--- src/rtl/vcmp_pkg.sv ---
package vcmp_pkg;

  typedef enum logic [1:0] {
    ST_IDLE   = 2'd0,
    ST_RUN    = 2'd1,
    ST_FINISH = 2'd2
  } ctrl_state_t;

  typedef struct packed {
    logic capture;
    logic writeBit;
  } dp_strobe_t;

  function automatic logic isReserved(input logic [2:0] code);
    return code[1:0] == 2'b11;
  endfunction

endpackage

--- src/rtl/vcmp_ctrl.sv ---
module vcmp_ctrl
  import vcmp_pkg::*;
#(
  parameter int NUM_ELEM = 64,
  parameter int LEN_W    = $clog2(NUM_ELEM + 1),
  parameter int IDX_W    = $clog2(NUM_ELEM)
) (
  input  logic             clk,
  input  logic             rst_n,
  input  logic             start,
  input  logic [2:0]       cond,
  input  logic [LEN_W-1:0] vecLen,
  output dp_strobe_t       strobe,
  output logic [IDX_W-1:0] idx,
  output logic             busy,
  output logic             done
);

  ctrl_state_t      state;
  logic [LEN_W-1:0] lenReg;
  logic [LEN_W-1:0] effLen;
  logic             lastElem;

  assign effLen   = (vecLen > LEN_W'(NUM_ELEM)) ? LEN_W'(NUM_ELEM) : vecLen;
  assign lastElem = (LEN_W'(idx) + LEN_W'(1)) == lenReg;

  always_ff @(posedge clk) begin
    if (!rst_n) begin
      state  <= ST_IDLE;
      idx    <= '0;
      lenReg <= '0;
    end else begin
      unique case (state)
        ST_IDLE: begin
          if (start) begin
            lenReg <= effLen;
            idx    <= '0;
            if (isReserved(cond) || effLen == '0) state <= ST_FINISH;
            else                                  state <= ST_RUN;
          end
        end
        ST_RUN: begin
          if (lastElem) state <= ST_FINISH;
          else          idx   <= idx + IDX_W'(1);
        end
        default: state <= ST_IDLE;
      endcase
    end
  end

  assign strobe.capture  = (state == ST_IDLE) && start;
  assign strobe.writeBit = (state == ST_RUN);
  assign busy            = (state != ST_IDLE);
  assign done            = (state == ST_FINISH);

  // done is a single-cycle pulse
  a_r6_done_pulse: assert property (@(posedge clk) disable iff (!rst_n)
    done |=> !done);

  // no element at or past the captured length is ever written
  a_r4_write_in_range: assert property (@(posedge clk) disable iff (!rst_n)
    strobe.writeBit |-> (LEN_W'(idx) < lenReg));

  // a reserved code skips straight to completion
  a_r3_reserved_skip: assert property (@(posedge clk) disable iff (!rst_n)
    (state == ST_IDLE && start && isReserved(cond)) |=> (state == ST_FINISH));

  // captured length holds while the unit is busy
  a_r7_len_held: assert property (@(posedge clk) disable iff (!rst_n)
    busy |=> $stable(lenReg));

endmodule

--- src/rtl/vcmp_datapath.sv ---
module vcmp_datapath
  import vcmp_pkg::*;
#(
  parameter int NUM_ELEM = 64,
  parameter int CMP_W    = 32,
  parameter int IDX_W    = $clog2(NUM_ELEM)
) (
  input  logic                clk,
  input  logic                rst_n,
  input  dp_strobe_t          strobe,
  input  logic [IDX_W-1:0]    idx,
  input  logic [2:0]          cond,
  input  logic                useScalar,
  input  logic                maskEnable,
  input  logic                matchSel,
  input  logic [CMP_W-1:0]    scalarIn,
  input  logic [CMP_W-1:0]    elemA,
  input  logic [CMP_W-1:0]    elemB,
  output logic [NUM_ELEM-1:0] maskOut
);

  logic [2:0]          condReg;
  logic                useScReg;
  logic                mEnReg;
  logic                mSelReg;
  logic [CMP_W-1:0]    scalarReg;
  logic [NUM_ELEM-1:0] maskReg;

  logic signed [CMP_W-1:0] lhs;
  logic signed [CMP_W-1:0] rhs;
  logic isLess;
  logic isEqual;
  logic baseRel;
  logic relHolds;
  logic allowWrite;

  always_ff @(posedge clk) begin
    if (!rst_n) begin
      condReg   <= '0;
      useScReg  <= 1'b0;
      mEnReg    <= 1'b0;
      mSelReg   <= 1'b0;
      scalarReg <= '0;
    end else if (strobe.capture) begin
      condReg   <= cond;
      useScReg  <= useScalar;
      mEnReg    <= maskEnable;
      mSelReg   <= matchSel;
      scalarReg <= scalarIn;
    end
  end

  assign lhs     = useScReg ? scalarReg : elemA;
  assign rhs     = elemB;
  assign isLess  = lhs < rhs;
  assign isEqual = lhs == rhs;

  // bit 2 of the code inverts the base relation selected by bits 1:0
  always_comb begin
    unique case (condReg[1:0])
      2'd0:    baseRel = isLess;
      2'd1:    baseRel = isEqual;
      2'd2:    baseRel = isLess | isEqual;
      default: baseRel = 1'b0;
    endcase
  end

  assign relHolds   = baseRel ^ condReg[2];
  assign allowWrite = !mEnReg || (maskReg[idx] == mSelReg);

  always_ff @(posedge clk) begin
    if (!rst_n) begin
      maskReg <= '0;
    end else if (strobe.writeBit && allowWrite) begin
      maskReg[idx] <= relHolds;
    end
  end

  assign maskOut = maskReg;

  // masked mode keeps a bit whose value differs from the polarity
  a_r5_masked_keep: assert property (@(posedge clk) disable iff (!rst_n)
    (strobe.writeBit && mEnReg && (maskReg[idx] != mSelReg)) |=> $stable(maskReg));

  // the mask moves only on element write cycles
  a_r4_idle_stable: assert property (@(posedge clk) disable iff (!rst_n)
    !strobe.writeBit |=> $stable(maskReg));

  // at most one mask bit changes per processed element
  a_r1_single_bit: assert property (@(posedge clk) disable iff (!rst_n)
    strobe.writeBit |=> ($countones(maskReg ^ $past(maskReg)) <= 1));

endmodule

--- src/rtl/vcmp_mask_unit.sv ---
module vcmp_mask_unit
  import vcmp_pkg::*;
#(
  parameter int NUM_ELEM = 64,
  parameter int CMP_W    = 32,
  localparam int LEN_W   = $clog2(NUM_ELEM + 1),
  localparam int IDX_W   = $clog2(NUM_ELEM)
) (
  input  logic                clk,
  input  logic                rst_n,
  input  logic                start,
  input  logic [2:0]          cond,
  input  logic                useScalar,
  input  logic                maskEnable,
  input  logic                matchSel,
  input  logic [LEN_W-1:0]    vecLen,
  input  logic [CMP_W-1:0]    scalarIn,
  input  logic [CMP_W-1:0]    elemA,
  input  logic [CMP_W-1:0]    elemB,
  output logic [IDX_W-1:0]    elemIdx,
  output logic                busy,
  output logic                done,
  output logic [NUM_ELEM-1:0] mask
);

  dp_strobe_t strobe;

  vcmp_ctrl #(.NUM_ELEM(NUM_ELEM), .LEN_W(LEN_W), .IDX_W(IDX_W)) u_ctrl (
    .clk    (clk),
    .rst_n  (rst_n),
    .start  (start),
    .cond   (cond),
    .vecLen (vecLen),
    .strobe (strobe),
    .idx    (elemIdx),
    .busy   (busy),
    .done   (done)
  );

  vcmp_datapath #(.NUM_ELEM(NUM_ELEM), .CMP_W(CMP_W), .IDX_W(IDX_W)) u_dp (
    .clk        (clk),
    .rst_n      (rst_n),
    .strobe     (strobe),
    .idx        (elemIdx),
    .cond       (cond),
    .useScalar  (useScalar),
    .maskEnable (maskEnable),
    .matchSel   (matchSel),
    .scalarIn   (scalarIn),
    .elemA      (elemA),
    .elemB      (elemB),
    .maskOut    (mask)
  );

endmodule

--- config.mk ---
export PLATFORM = sky130hd
export DESIGN_NAME = vcmp_mask_unit
export DESIGN_NICKNAME = d
export VERILOG_FILES = /design/src/rtl/vcmp_pkg.sv /design/src/rtl/vcmp_ctrl.sv /design/src/rtl/vcmp_datapath.sv /design/src/rtl/vcmp_mask_unit.sv
export SDC_FILE = /design/constraint.sdc
export NUM_CORES = 1
export LEC_CHECK = 0
export BUFFER_PORTS_ARGS = -buffer_cell sky130_fd_sc_hd__clkbuf_2
export CORE_UTILIZATION = 54
export CTS_CLUSTER_DIAMETER = 40
export DETAILED_ROUTE_END_ITERATION = 12
export PLACE_DENSITY = 0.92
export SLEW_MARGIN = 20
export SYNTH_ARGS = -nofsm -noshare
export SYNTH_HDL_FRONTEND = slang
export SYNTH_SLANG_ARGS = --single-unit
--- constraint.sdc ---
create_clock -name clk -period 4.6 [get_ports clk]
set_input_delay 0.69 -clock clk [delete_from_list [all_inputs] [get_ports clk]]
set_output_delay 0.69 -clock clk [all_outputs]
set_load 0.05 [all_outputs]
After elaboration in Yosys (flattened, before gate mapping)
Index checks and enable logic that the tools add are counted.
{ "totals": {"out_inout_bits": 72, "register_bits": 117, "elab_cells": 57, "in_bits": 112} }
{ "classes": {"n_lt_le_gt_ge": 4, "eq_ne": 11, "add_sub_neg": 2, "n_bitwise": 2, "n_reduce_logical": 14, "muxes": 15} }
{ "ops": {"columns": ["op", "count"], "rows": [
  ["$bwmux W64", 1],
  ["$eq A32 B32 Y1", 1],
  ["$lt A32 B32 Y1", 1],
  ["$mux W32", 1],
  ["$mux W6", 2],
  ["$pmux W6 S2", 1],
  ["$add A6 B1 Y7 const B", 1],
  ["$eq A7 B7 Y1", 1],
  ["$gt A7 B7 Y1 const B", 1],
  ["$logic_not A7 Y1", 1],
  ["$lt A6 B7 Y1 const B", 1],
  ["$mux W7", 1],
  ["$add A6 B1 Y6 const B", 1],
  ["$bmux W1 S6", 1],
  ["$demux W1 S6", 1],
  ["$eq A2 B2 Y1 const B", 3],
  ["$ge A6 B1 Y1 const B", 1],
  ["$mux W2", 3],
  ["$ne A2 B2 Y1 const B", 3],
  ["$eq A2 B1 Y1 const B", 2],
  ["$logic_not A2 Y1", 2],
  ["$pmux W2 S2", 1],
  ["$reduce_and A2 Y1", 2],
  ["$reduce_bool A2 Y1", 2],
  ["other kinds (9)", 13]
]} }

Logic depth before layout (Yosys ltp)
{ "logic_depth": {"depth_word": 7, "ltp_mapped": 13, "mapped_depth_nobuf": 10} }

By module
From an unflattened synthesis, not the netlist that was laid out.
{ "hier_totals": {"hier_cells": 828, "hier_area_um2": 7387.1} }
{ "by_module_without_submodules": {"columns": ["module", "instances", "seq_area_each_um2", "area_per_inst_um2", "cells_per_inst"], "rows": [
  ["vcmp_datapath", 1, 2042.0, 6442.4, 714],
  ["vcmp_ctrl", 1, 300.3, 944.7, 114]
]} }

Least setup slack after synthesis
Ideal clock, no wire load.
{ "synth_path": {"path_kind": "reg2reg", "from": "reg u_dp.useScReg", "to": "reg u_dp.maskReg[13], in the netlist u_dp.maskOut[13]", "setup_slack_ns": 1.004, "t_arrival_ns": 3.534, "n_path_buf": 3, "t_required_ns": 4.538, "period_less_slack_ns": 3.596, "stages_incl_launch_ff": 14, "cell_sequence": "dfxtp_1 -> clkbuf_1 -> clkbuf_1 -> mux2_2 -> ha_1 -> nand4_1 -> nor2_1 -> o2bb2ai_1 -> a2111oi_2 -> nor4b_1 -> o41ai_4 -> nor3b_4 -> buf_6 -> a32o_1"} }
{ "synth_via": {"elab_chain_len": 6} }
{ "synth_lines": {"columns": ["item", "line_no", "source"], "rows": [
  ["from (decl)", "vcmp_datapath.sv:23", "logic useScReg;"],
  ["from (signal assigned)", "vcmp_datapath.sv:46", "useScReg <= useScalar;"],
  ["$mux W32 (*)", "vcmp_datapath.sv:53", "assign lhs = useScReg ? scalarReg : elemA;"],
  ["$lt A32 B32 Y1 / $eq A32 B32 Y1 (equally long branches)", "vcmp_datapath.sv:55, vcmp_datapath.sv:56", null],
  ["$or A1 B1 Y1", "vcmp_datapath.sv:63", "2'd2: baseRel = isLess | isEqual;"],
  ["$pmux W1 S3 (*)", "vcmp_datapath.sv:60", "unique case (condReg[1:0])"],
  ["$xor A1 B1 Y1 (*)", "vcmp_datapath.sv:68", "assign relHolds = baseRel ^ condReg[2];"],
  ["$bwmux W64 (*)", "vcmp_datapath.sv:75", "maskReg[idx] <= relHolds;"],
  ["to (signal, indexed assignment)", "vcmp_datapath.sv:75", null],
  ["to (decl)", "vcmp_datapath.sv:27", "logic [NUM_ELEM-1:0] maskReg;"]
]} }
Mark *: on every way between the ends. The rest lies on a longest branch, timed or not.
A chain may end at the register's enable or synchronous reset.

Worst setup path after layout
{ "layout_path": {"from": "reg u_dp.useScReg", "to": "reg u_dp.maskReg[57], in the netlist u_dp.maskOut[57]"} }
The elaborated chain is that of the path after synthesis.

==> reports/qor.yml <==
n_antenna_cell: 0
synth_warnings: 0
fin_setup_tns_ns: 0
cts_post_setup_buffers_inserted: 0
detail_route.wl_per_cell_um: 17.6
cp_num_buf_inv: 1
startpoint_type: "flop"
vias: 6804
finalCriticalPeriod_ns: 4.26
placed_wire_length_estimate_after_detailed_placement_um: 13700
tcrit_tclk_final_pct: 92.7
synth.yosys.seq_area_share_pct: 33.9
place.detailed.instances: 1116
netlist_area_um2: 6900
drv_cap: 0
primary_ff_master_synth: "dfxtp_1"
ctsLongestPathBuffers: 2
residual_overflow_from_global_routing: 0
finalClockSkew_ns: 0.00717
ys_ff_latch: 117
power_per_cell_area_nw_per_um2: 325
worstHoldPathType: "flop to flop"
tightestPinTransition_ns: 0.862
stdcell_area_um2: 8440
grt_pass1_wl_um: 32000
clk-insertion-delay-late_ns: 0.42
grt_start_max_net_pins: 82
detail_route.drc_violations: 0
finish.utilization_pct: 69.1
max-vdd-ir-drop_v: 0.000250
run_status: "finished clean"
dieWidth_um: 115
slew_violations: 0
antenna_found_initial: 0
drt-vias-per-instance: 5.93
cts_repair_resize_count: 0
ant_nets: 0
globalplace.congestion: 0.880
grt_util_all_layers_pct: 31.1
syn-num-nets: 951
cts-hold-fix-buffers: 0
cts-buffers-inserted: 17
totalWireLength_um: 20200
design.final.nets: 1112
first_global_vias: 6721
initial_utilization_pct: 56.5
stdcell_count: 1147
detail_route.first_pass.iterations: 5
areaGrowthSynthToFinish_pct: 22.3
p_total_mw: 2.74
cts_root_buf: "clkbuf_16"
total_leakage_power_nw: 3.84
clk_pin_slew_worst_paths_ns: 0.05
synth-edff-count: 0
setup_ws_ns: 0.335
critical_path_arrival_ns: 4.62
core-area_um2: 12200
timing.critical_path.required_ns: 4.95
critical_path_peak_fanout: 16
cp_top_family: "compound AO/OA/AOI/OAI gates"
slowest_stage: "dfxtp_1"
crit_type: "flop to flop"
port_buffers: 183
largest_stage_delay_on_the_critical_path_ns: 0.80
timing.fmax_ghz: 0.234
layout-drive-gt1-share_pct: 28.9
average_cell_area_after_synthesis_um2: 8.56
placed_area_um2: 7890
timing.critical_path.to_type: "flop"
finalHoldViolCount: 0
tritoncts: "done"
detailedRoute.firstIterationViolations: 618
synth_cells: 806
placementRows: 40
unrepaired_setup_endpoints_after_global_routing: "false"
die_area_um2: 13200
timing.slew.headroom_pct: 42.5
io_pins: 184
crit_chain: "buf_4, mux2_2, ha_1, a21oi_1, o21ai_0, a2111oi_2, nor4b_1, o41ai_4, nor3b_4, a32o_1"
die-height_um: 115
cts.sink_count: 117
synth_cell_types: 61
htree_levels: 4
finalSetupViolCount: 0
whs_ns: 0.463
synthArstFlopShare_pct: 0
preCtsSetupSlack_ns: 0.445
[cell type report]
| cell class | count | area (µm²) |
|---|---|---|
| sequential | 117 | 2340 |
| clock inverter | 10 | 81.3 |
| multi-input combinational | 594 | 4150 |
| timing repair buffer | 202 | 1060 |
| fill | 945 | 3770 |
| clock buffer | 21 | 470 |
| inverter | 35 | 131 |
| tap | 168 | 210 |
[cell usage in the layout (no fill, tap or decap), types with 8 or more instances in the layout]
cell,n
a32o_1,16
clkbuf_2,182
nor2_1,22
buf_4,20
a21oi_1,20
ha_1,33
mux2i_1,71
nor2b_1,8
nand2_1,150
nor3_1,10
clkbuf_16,17
a21boi_0,49
nand3_1,75
nand3b_1,8
inv_1,35
mux2_2,33
dfxtp_1,117
[final timing paths]
check / start / endpoint / slack [ns] / depth (start not counted)
setup / recovery: u_dp.useScReg$_SDFFE_PN0P_ / u_dp.maskOut[57]$_SDFFE_PN0P_ / 0.34 / 10
hold / removal: u_dp.scalarReg[27]$_SDFFE_PN0P_ / u_dp.scalarReg[27]$_SDFFE_PN0P_ / 0.46 / 2
setup reg to reg: u_dp.useScReg$_SDFFE_PN0P_ / u_dp.maskOut[57]$_SDFFE_PN0P_ / 0.34 / 10
hold reg to reg: u_dp.scalarReg[27]$_SDFFE_PN0P_ / u_dp.scalarReg[27]$_SDFFE_PN0P_ / 0.46 / 2
[power by group]
group | internal [mW] | total [mW] | switching (mW)
Clock | 0.774 | 1.24 | 0.467
Sequential | 1.05 | 1.08 | 0.0324
Combinational | 0.173 | 0.423 | 0.251
[synth_stat cells, types with 3 or more instances]
| cell type | number | area [µm²] |
|---|---|---|
| nand2_1 | 150 | 563 |
| dfxtp_1 | 117 | 2340 |
| nand3_1 | 75 | 375 |
| mux2i_1 | 71 | 711 |
| a21boi_0 | 49 | 368 |
| inv_1 | 35 | 131 |
| ha_1 | 33 | 413 |
| mux2_2 | 33 | 372 |
| clkbuf_1 | 32 | 120 |
| nor2_1 | 22 | 82.6 |
| a21oi_1 | 20 | 100 |
| a32o_1 | 16 | 160 |
| buf_2 | 14 | 70.1 |
| nor3_1 | 10 | 50.1 |
| nand3b_1 | 8 | 60.1 |
| nor2b_1 | 8 | 50.1 |
| nand4_1 | 7 | 43.8 |
| and3_1 | 6 | 37.5 |
| buf_4 | 6 | 45.0 |
| xnor2_1 | 6 | 52.6 |
| buf_1 | 5 | 18.8 |
| o22ai_1 | 5 | 31.3 |
| a31oi_1 | 4 | 25.0 |
| o21a_1 | 4 | 30.0 |
| o21ai_0 | 4 | 20.0 |
| a221oi_1 | 3 | 26.3 |
| and2_1 | 3 | 18.8 |
| buf_6 | 3 | 33.8 |
| nand2b_1 | 3 | 18.8 |
| nor4_1 | 3 | 18.8 |
| o31ai_1 | 3 | 22.5 |
| or2_2 | 3 | 18.8 |
| or3_1 | 3 | 18.8 |
| xor2_1 | 3 | 26.3 |
[worst reg2reg max path: cells and delay by family, from the launching register on]
kind | cells | cell delay (ns)
mux | 1 | 0.35
flops | 1 | 0.80
fa+ha+maj | 1 | 0.31
compound gates | 5 | 1.23
simple gates | 2 | 1.19
buf+inv | 1 | 0.32
[registers in the layout (all words and copies together), names as in the netlist]
name	cells
u_dp.mEnReg	1
u_dp.useScReg	1
u_dp.condReg	3
u_ctrl.state	2
u_dp.mSelReg	1
u_ctrl.lenReg	7
u_dp.scalarReg	32
u_dp.maskOut	64
u_ctrl.idx	6
[per-layer routing]
metal,wire length (µm),global-route usage (%),up-vias
met1,8020,34.4,3209
met5,0,0,-
li1,-,-,3181
met4,565,16.7,0
met2,10100,55.9,351
met3,1560,6.43,63
[logic make-up (layout without fill, tap and decap cells)]
logic type	after synthesis	after routing	synth area share, %
and+or+nand+nor	313	313	21.3
AOI/OAI and AO/OA	133	133	15.2
DFF	117	117	33.9
muxes	106	106	16.3
buffers and inverters	95	268	6.07
adders and majority gates	33	33	5.98
xor gates and xnor gates	9	9	1.14
No activity file was read; power rests on OpenSTA's default activity.
